`src/rtl/dpage_addr_unit.sv`:
```
module dpage_addr_unit #(
  parameter int REG_AW = 8,
  parameter int DATA_W = 8,
  parameter int DP_W   = 8,
  parameter int GP_W   = 7,
  parameter int OFS_W  = 8,
  parameter logic [REG_AW-1:0] DP_OFS = 8'h11,
  parameter logic [REG_AW-1:0] GP_OFS = 8'h10,
  localparam int GA_W = GP_W + DP_W + OFS_W
) (
  input  logic              clk,
  input  logic              rst_n,
  input  logic              special_mode,
  input  logic              reg_wr,
  input  logic              reg_rd,
  input  logic [REG_AW-1:0] reg_addr,
  input  logic [DATA_W-1:0] reg_wdata,
  output logic [DATA_W-1:0] reg_rdata,
  input  logic              acc_req,
  input  logic              acc_global,
  input  logic [OFS_W-1:0]  acc_offset,
  output logic              acc_valid,
  output logic [GA_W-1:0]   acc_addr
);

  logic [DP_W-1:0] dp_q;
  logic [GP_W-1:0] gp_q;
  logic            lock_q;

  wire sel_dp = (reg_addr == DP_OFS);
  wire sel_gp = (reg_addr == GP_OFS);
  wire dp_try = reg_wr && sel_dp;
  wire dp_we  = dp_try && (special_mode || !lock_q);
  wire gp_we  = reg_wr && sel_gp;

  always_ff @(posedge clk or negedge rst_n) begin
    if (!rst_n) begin
      dp_q   <= '0;
      gp_q   <= '0;
      lock_q <= 1'b0;
    end else begin
      if (dp_we) dp_q <= reg_wdata[DP_W-1:0];
      if (gp_we) gp_q <= reg_wdata[GP_W-1:0];
      if (dp_try && !special_mode) lock_q <= 1'b1;
    end
  end

  always_comb begin
    reg_rdata = '0;
    if (reg_rd) begin
      if (sel_dp)      reg_rdata = DATA_W'(dp_q);
      else if (sel_gp) reg_rdata = DATA_W'(gp_q);
    end
  end

  wire [GP_W-1:0] upper = acc_global ? gp_q : {GP_W{1'b0}};

  assign acc_valid = acc_req;
  assign acc_addr  = {upper, dp_q, acc_offset};

endmodule


```
`config.mk`:
```
export PLATFORM = sky130hd
export DESIGN_NAME = dpage_addr_unit
export DESIGN_NICKNAME = d
export VERILOG_FILES = /design/src/rtl/dpage_addr_unit.sv
export SDC_FILE = /design/constraint.sdc
export NUM_CORES = 1
export LEC_CHECK = 0
export BUFFER_PORTS_ARGS = -buffer_cell sky130_fd_sc_hd__buf_4
export CAP_MARGIN = 20
export CORE_ASPECT_RATIO = 1.4
export CORE_UTILIZATION = 40
export CTS_BUF_LIST = sky130_fd_sc_hd__clkbuf_4 sky130_fd_sc_hd__clkbuf_8 sky130_fd_sc_hd__clkbuf_16
export DETAILED_ROUTE_END_ITERATION = 6
export PLACE_DENSITY = 0.86
export SLEW_MARGIN = 20
export SYNTH_ARGS = -nofsm -noshare
export SYNTH_HDL_FRONTEND = slang
export SYNTH_SLANG_ARGS = --single-unit
```
`constraint.sdc`:
```
create_clock -name clk -period 1.4 [get_ports clk]
set_clock_uncertainty 0.1 [all_clocks]
set_input_delay 0.07 -clock clk [delete_from_list [all_inputs] [get_ports clk]]
set_output_delay 0.07 -clock clk [all_outputs]
set_load 0.05 [all_outputs]
```
-- Word level (Yosys, flattened, before mapping)
Cells that the tools add are included.
- equal/unequal tests: 2
- multiplexer cells: 4
- reduce and logical (&&, ||, !) cells: 7
- operators by type and width (operator ; number):
    equality test 8 x 5 -> 1 bit (second input constant) ; 2
    2-to-1 mux 8 bit ; 2
    2-to-1 mux 7 bit ; 2
    logical AND 1 bit ; 4
    logical NOT 1 bit ; 2
    logical OR 1 bit ; 1
- flip-flop bits (word level): 16
- input port bits: 31
- output and inout port bits: 32
- word-level logic and storage cells: 16

-- Depth between registers and ports, before layout
- depth in word-level cells: 4
- depth in mapped cells: 4
- mapped depth without buffers: 3

-- Worst setup path after synthesis
Ideal clock, no wire load.
- path type: in2out
- start point: in reg_addr[5]
- end point: out reg_rdata[0]
- data arrival time: 1.346 ns
- data required time: 1.230 ns
- slack: -0.116 ns
- stages: 4
- buffers on the path: 1
- path through: nor4b_4 > and3_2 > clkbuf_2 > a22o_1
- longest elaborated chain between the ends: 4
- elaborated cells between the ends (all ways): 5
- classes of those cells: eq/ne: 2; mux: 3
- ends and longest elaborated chain (element ; RTL line ; RTL):
    from (decl) ; 16 ; input logic [REG_AW-1:0] reg_addr,
    equality test 8 x 5 -> 1 bit ; 31 ; wire sel_gp = (reg_addr == GP_OFS);
    2-to-1 mux 7 bit ; 52 ; else if (sel_gp) reg_rdata = DATA_W'(gp_q);
    2-to-1 mux 8 bit (*) ; 51 ; if (sel_dp) reg_rdata = DATA_W'(dp_q);
    2-to-1 mux 8 bit (*) ; 50 ; if (reg_rd) begin
    to (decl) ; 18 ; output logic [DATA_W-1:0] reg_rdata,
Mark *: on every way between the ends. The rest lies on a longest branch, timed or not.

-- Worst setup path in the final report
- start point: in reg_addr[5]
- end point: out reg_rdata[2]
Same word-level chain as after synthesis.

==> results.py <==
metrics = {
    "layout": {
        "multi_input_area_sq_um": 448,
        "regArea_sq_um": 400,
        "area_growth_pct": 56.1,
        "fillerInstances": 157,
        "nets": 151,
        "antennaDiodeCount": 0,
        "fin_area_sq_mm": 0.00139,
        "final_core_util_pct": 68.9,
        "finalNonFillerCells": 139,
        "drive_gt1_share_pct": 70.3,
    },
    "placed_design": {
        "io_buffers": 44,
        "placed_cell_area_sq_mm": 0.00122,
        "placedCellCount": 127,
        "place_hpwl_microns": 1660,
        "gp_congestion": 0.776,
    },
    "worst_hold_path": {
        "min_from": "reg_wr",
        "min_to": "lock_q$_DFFE_PN0P_",
        "min_path_type": "primary input to flop",
        "hold_depth": 2,
    },
    "global_route": {
        "grt_max_degree": 17,
        "antenna_found_initial": 0,
        "grt_pass1_vias": 796,
        "grt-ovfl-total": 0,
        "grt_pass1_wl_microns": 3570,
        "grt_usage_pct": 19.8,
    },
    "worst_setup_path": {
        "critPathRequiredTime_ps": 1230,
        "end_kind": "output port",
        "timing.rr.end": "dp_q[2]$_DFFE_PN0P_",
        "crit_path_start_kind": "primary input",
        "cp_max_fo": 8,
        "path_class": "primary input to output port",
        "rrSetupSlack_ps": 60,
        "reg2reg_from": "lock_q$_DFFE_PN0P_",
        "rr_worst_depth": 3,
        "arrival_ps": 1190,
    },
    "route": {
        "ant_nets": 0,
        "dr.first_iter.drc_count": 10,
        "routed_wl_microns": 2300,
        "dr.pass1.iters": 4,
        "wl_per_cell_microns": 16.5,
        "vias_per_cell": 5.38,
        "dr_total_vias": 748,
        "drc": 0,
    },
    "power": {
        "peakVddDrop_mv": 0.668,
        "powerDensity_mw_per_mm2": 689,
        "total_leakage_power_nw": 0.743,
    },
    "clock_tree": {
        "clock_latency_ps": 270,
        "clock_path_buffers": 2,
        "cts_tree": "yes",
        "numCtsBuffers": 3,
        "h-tree-depth": 1,
        "root_buffer": "clkbuf_4",
        "cts_setup_buffers": 0,
        "clock-sinks": 16,
        "clk_pin_slew_ps": 80,
    },
    "synth": {
        "syn_area_sq_um": 892,
        "synth_area_per_cell_sq_um": 13.1,
        "ys_seq_area_share_pct": 44.9,
        "synthCells": 68,
        "synth_cell_types": 16,
        "synth-seq-cells": 16,
        "syn_nets": 99,
        "ys_warn_count": 0,
    },
    "timing": {
        "worst_pin_slew_ps": 344,
        "tns_ps": 0,
        "maxSlewViolCount": 0,
        "layout_min_cycle_time_ps": 1360,
        "setup_viol_count_final": 0,
        "min_period_over_period_pct": 97.3,
        "rsz0062_at_grt": "true",
        "max_freq_mhz": 734,
        "final-hold-violation-count": 0,
        "slew_headroom_pct": 77.0,
    },
    "status": {
        "status": "completed",
    },
    "floorplan": {
        "pin_count": 63,
        "core-area_sq_mm": 0.00202,
        "fp.dieW_microns": 41.9,
        "dieArea_sq_mm": 0.00243,
        "initial_utilization_pct": 44.1,
        "rows": 19,
        "dieHeight_microns": 57.9,
    },
    "flow_run": {
        "cap_violations": 0,
    },
}
## worst max path at each step
stage,from,to,slack (ps),cells past startpoint
final,reg_addr[5],reg_rdata[2],40,6
after detailed placement,reg_addr[3],dp_q[2]$_DFFE_PN0P_,-70,5
after floorplan,reg_addr[5],reg_rdata[0],20,4
after CTS,reg_addr[5],reg_rdata[2],7,6
after global placement,reg_addr[5],reg_rdata[2],-40,6
after global routing,lock_q$_DFFE_PN0P_,dp_q[2]$_DFFE_PN0P_,-10,3
## cell usage after synthesis (all sizes together)
library cell / instances / share of area, %
dfrtp: 16 / 45
inv: 2 / 0.84
buf: 10 / 8.1
a41o: 1 / 1.3
a22o: 7 / 6.9
and2: 8 / 5.6
nor3: 1 / 0.56
and3: 2 / 1.7
nor4: 1 / 0.70
o2111ai: 1 / 2.9
mux2: 15 / 19
nand4b: 1 / 2.7
nor4b: 2 / 4.3
clkbuf: 1 / 0.56
## metal layers
layer | GRT usage, % | share of wire (%) | vias up | routed length, microns
met1 | 20.7 | 36 | 365 | 818
met5 | 0 | 0 | - | 0
met2 | 35.7 | 55 | 38 | 1270
met3 | 4.05 | 6.3 | 6 | 145
li1 | - | - | 339 | -
met4 | 12.0 | 2.5 | 0 | 57
## critical path, stage by stage
cell and delay (ps):
buf_4 120, nor4b_4 280, buf_4 160, and3_4 230
a22o_2 180, buf_6 150
## metrics by stage
stage | hold slack, ps | power [mW] | setup WS [ps]
6_report | 21.4 | 0.960 | 37.5
5_1_grt | 16.0 | 1.01 | -10.8
4_1_cts | 18.6 | 0.959 | 7.37
3_5_place_dp | -162 | 0.712 | -65.4
3_3_place_gp | -165 | 0.705 | -38.3
2_1_floorplan | -326 | 0.668 | 20.2
## placed cells by master, fill, tap and decap left out
master,synthesis,layout
inv_1,2,2
nand4b_4,1,1
o2111ai_4,1,1
and2_2,0,1
mux2_2,15,15
and3_4,0,2
buf_4,9,41
dlygate4sd3_1,0,9
buf_6,0,8
nor4_4,0,1
a41o_2,1,1
and2_1,8,7
a22o_2,0,7
dfrtp_1,16,16
clkbuf_4,0,3
nor3_1,1,1
nor4b_4,1,2
## report_power, final
| group | total (mW) | internal (mW) | leakage [nW] | switching (mW) |
|---|---|---|---|---|
| Combinational | 0.231 | 0.109 | 0.509 | 0.122 |
| Clock | 0.229 | 0.0997 | 0.0138 | 0.129 |
| Sequential | 0.500 | 0.484 | 0.221 | 0.0166 |
## timing repair
action,in CTS,in global routing
resized for setup,2,11
hold endpoints to repair,31,0
pin swaps,0,2
cloned,0,0
hold buffers,9,0
setup endpoints to repair,8,10
## layout make-up
class / count / share of cell area [%]
inverter: 2 / 0.539
clock buffer: 3 / 1.62
timing repair buffer: 58 / 35.0
multi-input combinational: 39 / 32.2
tap: 21 / 1.89
sequential: 16 / 28.8
## cells by family (layout without fill, tap and decap cells)
logic type             Yosys count  after routing  synth area share (%)
multiplexers                    15             15                  18.9
buffers and inverters           13             63                  9.54
flip-flops                      16             16                  44.9
AND/OR/NAND/NOR                 15             15                  15.6
AO/OA/AOI/OAI                    9              9                  11.1
## registers in the layout (all words and copies together), names as in the netlist
name / count
lock_q: 1
dp_q: 8
gp_q: 7
No activity file was read; power rests on OpenSTA's default activity.
